===== config.mk =====
export PLATFORM = sky130hd
export DESIGN_NAME = dti_input_cond
export DESIGN_NICKNAME = d
export VERILOG_FILES = /design/src/rtl/dti_pkg.sv /design/src/rtl/dti_debounce.sv /design/src/rtl/dti_event_merge.sv /design/src/rtl/dti_input_cond.sv
export SDC_FILE = /design/constraint.sdc
export NUM_CORES = 1
export LEC_CHECK = 0
export CORE_ASPECT_RATIO = 1.1
export CORE_MARGIN = 4
export CORE_UTILIZATION = 40
export CTS_BUF_LIST = sky130_fd_sc_hd__clkbuf_16
export CTS_CLUSTER_SIZE = 30
export DETAILED_ROUTE_END_ITERATION = 6
export PLACE_DENSITY = 0.76
export SLEW_MARGIN = 20
export SYNTH_ARGS = -nofsm -noshare
export SYNTH_HDL_FRONTEND = slang
export SYNTH_SLANG_ARGS = --single-unit

===== constraint.sdc =====
create_clock -name clk -period 2.18 [get_ports clk]
set_clock_uncertainty 0.05 [all_clocks]
set_input_delay 0.218 -clock clk [delete_from_list [all_inputs] [get_ports clk]]
set_output_delay 0.218 -clock clk [all_outputs]
set_load 0.03 [all_outputs]

===== src/rtl/dti_pkg.sv =====
package dti_pkg;
  typedef struct packed {
    logic trn;
    logic irq;
  } dti_flags_t;
endpackage


===== src/rtl/dti_debounce.sv =====
module dti_debounce (
  input  logic clk,
  input  logic rst,
  input  logic pin_i,
  input  logic deb_en_i,
  input  logic tick_i,
  output logic cond_d_o,
  output logic cond_q_o
);
  logic samp_q;

  // Next conditioned value: either the raw pin, or the pin once two ticks agree.
  always_comb begin
    cond_d_o = cond_q_o;
    if (!deb_en_i)
      cond_d_o = pin_i;
    else if (tick_i && (pin_i == samp_q))
      cond_d_o = pin_i;
  end

  always_ff @(posedge clk) begin
    if (rst) begin
      samp_q   <= 1'b0;
      cond_q_o <= 1'b0;
    end else begin
      cond_q_o <= cond_d_o;
      if (tick_i) samp_q <= pin_i;
    end
  end
endmodule


===== src/rtl/dti_event_merge.sv =====
module dti_event_merge
  import dti_pkg::*;
#(
  parameter int NPORTS = 8
) (
  input  logic              clk,
  input  logic              rst,
  input  logic [NPORTS-1:0] cond_d_i,
  input  logic [NPORTS-1:0] cond_q_i,
  input  logic [NPORTS-1:0] trn_en_i,
  input  logic              rd_i,
  output dti_flags_t        flags_o,
  output logic              int_n_o
);
  logic [NPORTS-1:0] chg, pend_d, pend_q;
  logic              trn_d, trn_q, irq_q, int_n_q;

  always_comb begin
    chg    = cond_d_i ^ cond_q_i;
    // A read clears old events; a change on the same edge is kept.
    pend_d = (rd_i ? '0 : pend_q) | (chg & trn_en_i);
    trn_d  = (trn_q & ~rd_i) | (|chg);
  end

  always_ff @(posedge clk) begin
    if (rst) begin
      pend_q  <= '0;
      trn_q   <= 1'b0;
      irq_q   <= 1'b0;
      int_n_q <= 1'b1;
    end else begin
      pend_q  <= pend_d;
      trn_q   <= trn_d;
      irq_q   <= |pend_d;
      int_n_q <= ~(|pend_d);
    end
  end

  assign flags_o.trn = trn_q;
  assign flags_o.irq = irq_q;
  assign int_n_o     = int_n_q;
endmodule


===== src/rtl/dti_input_cond.sv =====
module dti_input_cond
  import dti_pkg::*;
#(
  parameter int NPORTS = 8
) (
  input  logic              clk,
  input  logic              rst,
  input  logic [NPORTS-1:0] pin_i,
  input  logic [NPORTS-1:0] deb_en_i,
  input  logic [NPORTS-1:0] trn_en_i,
  input  logic              tick_i,
  input  logic              rd_strobe_i,
  output logic [NPORTS-1:0] cond_o,
  output logic              trn_flag_o,
  output logic              irq_flag_o,
  output logic              int_n_o
);
  logic [NPORTS-1:0] cond_d, cond_q;
  dti_flags_t        flags;

  for (genvar g = 0; g < NPORTS; g++) begin : g_port
    dti_debounce u_deb (
      .clk      (clk),
      .rst      (rst),
      .pin_i    (pin_i[g]),
      .deb_en_i (deb_en_i[g]),
      .tick_i   (tick_i),
      .cond_d_o (cond_d[g]),
      .cond_q_o (cond_q[g])
    );
  end

  dti_event_merge #(.NPORTS(NPORTS)) u_merge (
    .clk      (clk),
    .rst      (rst),
    .cond_d_i (cond_d),
    .cond_q_i (cond_q),
    .trn_en_i (trn_en_i),
    .rd_i     (rd_strobe_i),
    .flags_o  (flags),
    .int_n_o  (int_n_o)
  );

  assign cond_o     = cond_q;
  assign trn_flag_o = flags.trn;
  assign irq_flag_o = flags.irq;
endmodule


==> metrics.txt, run 1 <==
IO Count=39; Max clock buf depth=2; final WL=between 3 and 4 mm; CTS tree=done; vias in the first global route=about 1.3k; static leakage=0.709 nW; clk_lat worst skew=0.26 ns; MaxCap Viol Count=0; Max-slew headroom=0.705; pin count of the biggest net entering global routing=19; Syn-to-layout area delta=34.7%; Seq cells post-synth=27; setup violators final=0; pre-CTS setup slack=around 0.0041 ns; Via Count=1370; Total Die Area=0.00461 mm^2; Critical R2R Launch=g_port[3].u_deb.cond_q_o; clock transition at the registers of the reported paths=0.07 ns; Final GP Congestion=between 0.7 and 0.8; Post-CTS Setup Inserts=0; min-delay src=u_merge.pend_q[2]; outcome=completed; Crit Path Category=in2reg; Worst Setup Start Kind=primary input; Pint=0.930 mW; Syn Nets=213; Rows=22; RSZ-0062 raised after global routing=no; max-slew violations=0; hold buffers post-CTS=0; global route overflow=0; Initial DRC Count=48; Clock Sinks=27; WP data required=roughly 2.3 ns; H-tree depth=1; min Tclk post-route=1.89 ns; diodes inserted=0; Die Height=70.8 um; worst-margin pin slew=0.440 ns; fraction of registers with async set or reset after synthesis=0; nets=247; GRT Overall Usage=0.140; TritonRoute pass-1 iters=5; DP Wirelength=2.51 mm; Critical Path End Type=register; Final ANT Viol Nets=0; Sw Pwr=0.345 mW; Syn Inst Count=about 190; fmax=~0.53 GHz; Worst Path Arrival=1.98 ns; Synth Cell Area=approximately 0.0014 mm^2; antenna violations before repair=0; Final Hold Fails=0; CTS Root Cell=clkbuf_16; CP startpoint=pin_i[3]; Buffers on Ports=38; pwr/cell area=around 660 mW/mm^2; Post-synth EDFFs=0; Comb power frac=0.235; crit-path max FO=5; Unique masters post-synth=33; total CTS buffers=3; Seq pwr share=0.438; Die X=65.1 um; Final TNS setup=0 ns; WL/cell=12.2 um; fin crit share=0.868; DRC viols=0; vias per inst=5.15; first-pass GRT wire length=5.29 mm; placeable core area=0.00339 mm^2; syn_area_per_cell=7.76 um^2; VDD IR max=0.488 mV; Synth Flop Type=dfxtp_1; Hold/Removal Path Class=reg2reg; Net Sw Frac=0.270; post-synthesis sequential area ratio=0.377; clock share of power=0.326; Warnings, synthesis=0; Initial Util=0.424; PostCTS Resize Cnt=0; share of cells above drive strength 1=0.0505; Worst Slack Setup Final=0.288 ns
[cells by family (layout without fill, tap and decap cells)]
family          Yosys count  in the layout  share of synthesized area
simple gates             70             70                      0.252
compound gates           57             57                      0.244
flops                    27             27                      0.377
buf+inv                  24             57                     0.0846
xor+xnor                  7              7                     0.0427
[Yosys cell counts (all sizes together), types with 2 or more instances]
cell | n | area [um^2]
dfxtp | 27 | 541
o21ai | 13 | 65.1
nand3b | 3 | 22.5
nand4b | 3 | 26.3
nand4bb | 2 | 22.5
o2bb2ai | 5 | 43.8
nor2 | 4 | 15.0
nand2b | 5 | 31.3
or3b | 3 | 26.3
o211ai | 2 | 15.0
nor2b | 2 | 12.5
inv | 11 | 41.3
nor4 | 3 | 18.8
buf | 9 | 65.1
xnor2 | 7 | 61.3
clkbuf | 4 | 15.0
nand2 | 40 | 150
a21oi | 30 | 150
[worst max-delay path, stage by stage]
cell	delay [ns]
clkdlybuf4s50_1	0.54
xnor2_1	0.15
o221ai_1	0.17
or4_4	0.57
a2111oi_4	0.20
a31oi_1	0.12
[final cells by class]
cell class | count | area (um^2)
inverter | 11 | 41.3
tap | 48 | 60.1
timing repair buffer | 42 | 435
clock inverter | 1 | 7.51
clock buffer | 3 | 75.1
multi-input combinational | 134 | 773
sequential | 27 | 541
fill | 324 | 1450
[through the flow]
step           hold slack, ns  total power, mW  cell area, um^2  cells  utilization
5_1_grt                 0.444             1.34             1930    266        0.571
2_1_floorplan           0.325            0.748             1440    185            -
3_5_place_dp            0.406            0.871             1850    262        0.547
4_1_cts                 0.417             1.28             1930    266        0.571
3_3_place_gp            0.399            0.866             1850    262        0.547
6_report                0.417             1.28             1930    266        0.571
[power by group through the flow]
stage	combinational (mW)	sequential (mW)	clock, mW
2_1_floorplan	0.171	0.576	0
3_3_place_gp	0.297	0.569	0
3_5_place_dp	0.301	0.570	0
4_1_cts	0.302	0.559	0.422
5_1_grt	0.327	0.564	0.445
6_report	0.300	0.559	0.416
[layout by cell type, fill, tap and decap left out, types with 4 or more instances in the layout]
| cell | count |
|---|---|
| a21oi_1 | 30 |
| inv_1 | 10 |
| nand2_1 | 40 |
| o2bb2ai_1 | 5 |
| nand2b_1 | 5 |
| xnor2_1 | 7 |
| clkdlybuf4s50_1 | 38 |
| dfxtp_1 | 27 |
| o21ai_0 | 10 |
| nor2_1 | 4 |
[registers in the layout, indices dropped and copies added, names as in the netlist]
register	count
g_port.u_deb.cond_q_o	8
g_port.u_deb.samp_q	8
u_merge.int_n_o	1
u_merge.trn_q	1
u_merge.pend_q	8
u_merge.irq_q	1
[per-layer routing]
| metal | global-route usage | wire length, um | vias up |
|---|---|---|---|
| li1 | - | - | 709 |
| met1 | 0.174 | 1450 | 625 |
| met2 | 0.244 | 1620 | 30 |
| met3 | 0.0317 | 136 | 6 |
| met4 | 0.0346 | 38 | 0 |
| met5 | 0 | 0 | - |
[worst paths after layout]
| kind | endpoint | slack, ns | cells past startpoint |
|---|---|---|---|
| worst max-delay path | u_merge.trn_q | 0.29 | 6 |
| worst min-delay path | u_merge.pend_q[2] | 0.42 | 2 |
| worst max register to register | u_merge.trn_q | 0.37 | 5 |
| worst min register to register | u_merge.pend_q[2] | 0.42 | 2 |
No activity file was read; power rests on OpenSTA's default activity.
==> run 2, diff against run 1 <==
--- a/config.mk
+++ b/config.mk
@@ -11,7 +11,7 @@
 export CTS_BUF_LIST = sky130_fd_sc_hd__clkbuf_16
 export CTS_CLUSTER_SIZE = 30
 export DETAILED_ROUTE_END_ITERATION = 6
-export PLACE_DENSITY = 0.76
+export PLACE_DENSITY = 0.68
 export SLEW_MARGIN = 20
 export SYNTH_ARGS = -nofsm -noshare
 export SYNTH_HDL_FRONTEND = slang
==> run 2 against run 1 <==
  * Cell area down 1.0%
  * Non-clock buffer count rose by 1
  * Sequential power about the same
  * Sequential share of layout area rose by 0.29 points
  * Utilization decreased by 0.59 points
  * Combinational power down 2%
  * Worst setup slack improved by 0.0081 ns
  * Fmax grew 0.43%
  * Die area stayed put
==> metrics.txt, run 2 (same netlist as run 1, synthesis figures left out) <==
Buffers on Ports=38; MaxCap Viol Count=0; setup violators final=0; WP data required=2.26 ns; TritonRoute pass-1 iters=4; Clock Sinks=27; worst-margin pin slew=0.399 ns; Tot Pwr=roughly 1.3 mW; Final Hold Fails=0; diodes inserted=0; antenna violations before repair=0; CTS tree=done; final WL=3.38 mm; first-pass GRT wire length=5.72 mm; Critical Path End Type=register; RSZ-0062 raised after global routing=no; Initial DRC Count=60; Max clock buf depth=2; static leakage=0.708 nW; Pint=0.923 mW; Syn-to-layout area delta=33.3%; Final ANT Viol Nets=0; Max-slew headroom=0.733; IO Count=39; area post-placement=0.00183 mm^2; Hold/Removal Path Class=reg2reg; clock transition at the registers of the reported paths=0.07 ns; hold buffers post-CTS=0; vias per inst=5.15; non-filler cells, final=~270; largest registers=g_port.u_deb.cond_q_o x8, g_port.u_deb.samp_q x8, u_merge.pend_q x8; Final GP Congestion=~0.76; clk_lat worst skew=0.26 ns; Via Count=1374; fin crit share=0.864; pin count of the biggest net entering global routing=16; Die X=roughly 65 um; Rows=22; CTS Root Cell=clkbuf_16; share of cells above drive strength 1=0.0548; global route overflow=0; reg-to-reg slack, setup=0.38 ns; sequential cell area=541 um^2; pwr/cell area=661 mW/mm^2; post-route cell area=0.00191 mm^2; Util after Layout=0.565; PostCTS Resize Cnt=0; Final TNS setup=0 ns; max-slew violations=0; Multi-input gate area=773 um^2; Sw Pwr=about 0.34 mW; Critical R2R Launch=g_port[3].u_deb.cond_q_o; vias in the first global route=between 1k and 1.5k; Initial Util=0.424; fillcell total=324; crit-path max FO=7; most common cell after layout, fill and taps aside=nand2_1; total CTS buffers=3; Total Die Area=roughly 0.0046 mm^2; worst reg-to-reg path cell count=5; clock share of power=0.326; Seq pwr share=0.442; fmax=0.531 GHz; Post-CTS Setup Inserts=0; Placed Cells=263; Crit Path Category=in2reg; Net Sw Frac=0.270; GRT Overall Usage=0.152; placeable core area=between 0.003 and 0.004 mm^2; Die Height=70.8 um; DRC viols=0; Worst Path Arrival=between 1.5 and 2 ns; H-tree depth=1; Worst Setup Start Kind=primary input; CP startpoint=tick_i; Comb power frac=0.232; FF-to-FF End=u_merge.trn_q; min Tclk post-route=1.88 ns; commonest non-fill, non-tap cells in the layout=nand2_1, clkdlybuf4s50_1, a21oi_1; VDD IR max=roughly 0.32 mV; critical path endpoint=u_merge.trn_q; nets=248; WL/cell=around 13 um; outcome=completed; DP Wirelength=2.62 mm
==> run 2: cell count changes in the layout (fill, tap and decap cells not counted) <==
cell,delta
clkinvlp_4,-1
clkinv_2,+1
buf_12,-2
buf_4,+3
==> run 2: power by group through the flow <==
stage	clock, mW	combinational, mW	sequential [mW]
finish	0.412	0.294	0.559
detailed placement	0	0.295	0.570
CTS	0.424	0.296	0.559
floorplan	0	0.171	0.576
global placement	0	0.289	0.568
global route	0.447	0.321	0.565
==> run 2: critical path, stage by stage <==
cell	delay, ns
clkdlybuf4s50_1	0.53
buf_4	0.22
nand4b_1	0.09
o211ai_1	0.13
or4_4	0.45
a2111oi_4	0.19
a31oi_1	0.13
==> run 2: layout make-up <==
| type | instances | share of cell area |
|---|---|---|
| clock buffer | 3 | 0.0392 |
| clock inverter | 1 | 0.00262 |
| inverter | 11 | 0.0216 |
| timing repair buffer | 43 | 0.218 |
| tap | 48 | 0.0314 |
| sequential | 27 | 0.283 |
| multi-input combinational | 134 | 0.404 |
==> run 2: how the worst min path moves through the flow <==
stage	start	to	slack [ns]	cells past startpoint
2_1_floorplan	pin_i[3]	g_port[3].u_deb.cond_q_o	0.32	2
3_3_place_gp	u_merge.pend_q[6]	u_merge.pend_q[6]	0.39	2
3_5_place_dp	u_merge.pend_q[5]	u_merge.pend_q[5]	0.41	2
4_1_cts	u_merge.pend_q[5]	u_merge.pend_q[5]	0.42	2
5_1_grt	u_merge.pend_q[3]	u_merge.pend_q[3]	0.44	2
6_report	u_merge.pend_q[6]	u_merge.pend_q[6]	0.42	2
==> run 2: metal layers <==
metal  track usage  vias up  wire [um]  part of all wire
met5             0        -          0                 0
met4        0.0553        0         24            0.0071
met3        0.0206        2        109             0.032
met2         0.268       17       1730              0.51
met1         0.187      643       1510              0.45
li1              -      712          -                 -
==> run 2: metrics by stage <==
stage,hold WS [ns],setup slack (ns)
2_1_floorplan,0.325,0.520
3_3_place_gp,0.395,0.100
3_5_place_dp,0.408,0.0387
4_1_cts,0.419,0.297
5_1_grt,0.445,0.206
6_report,0.418,0.296
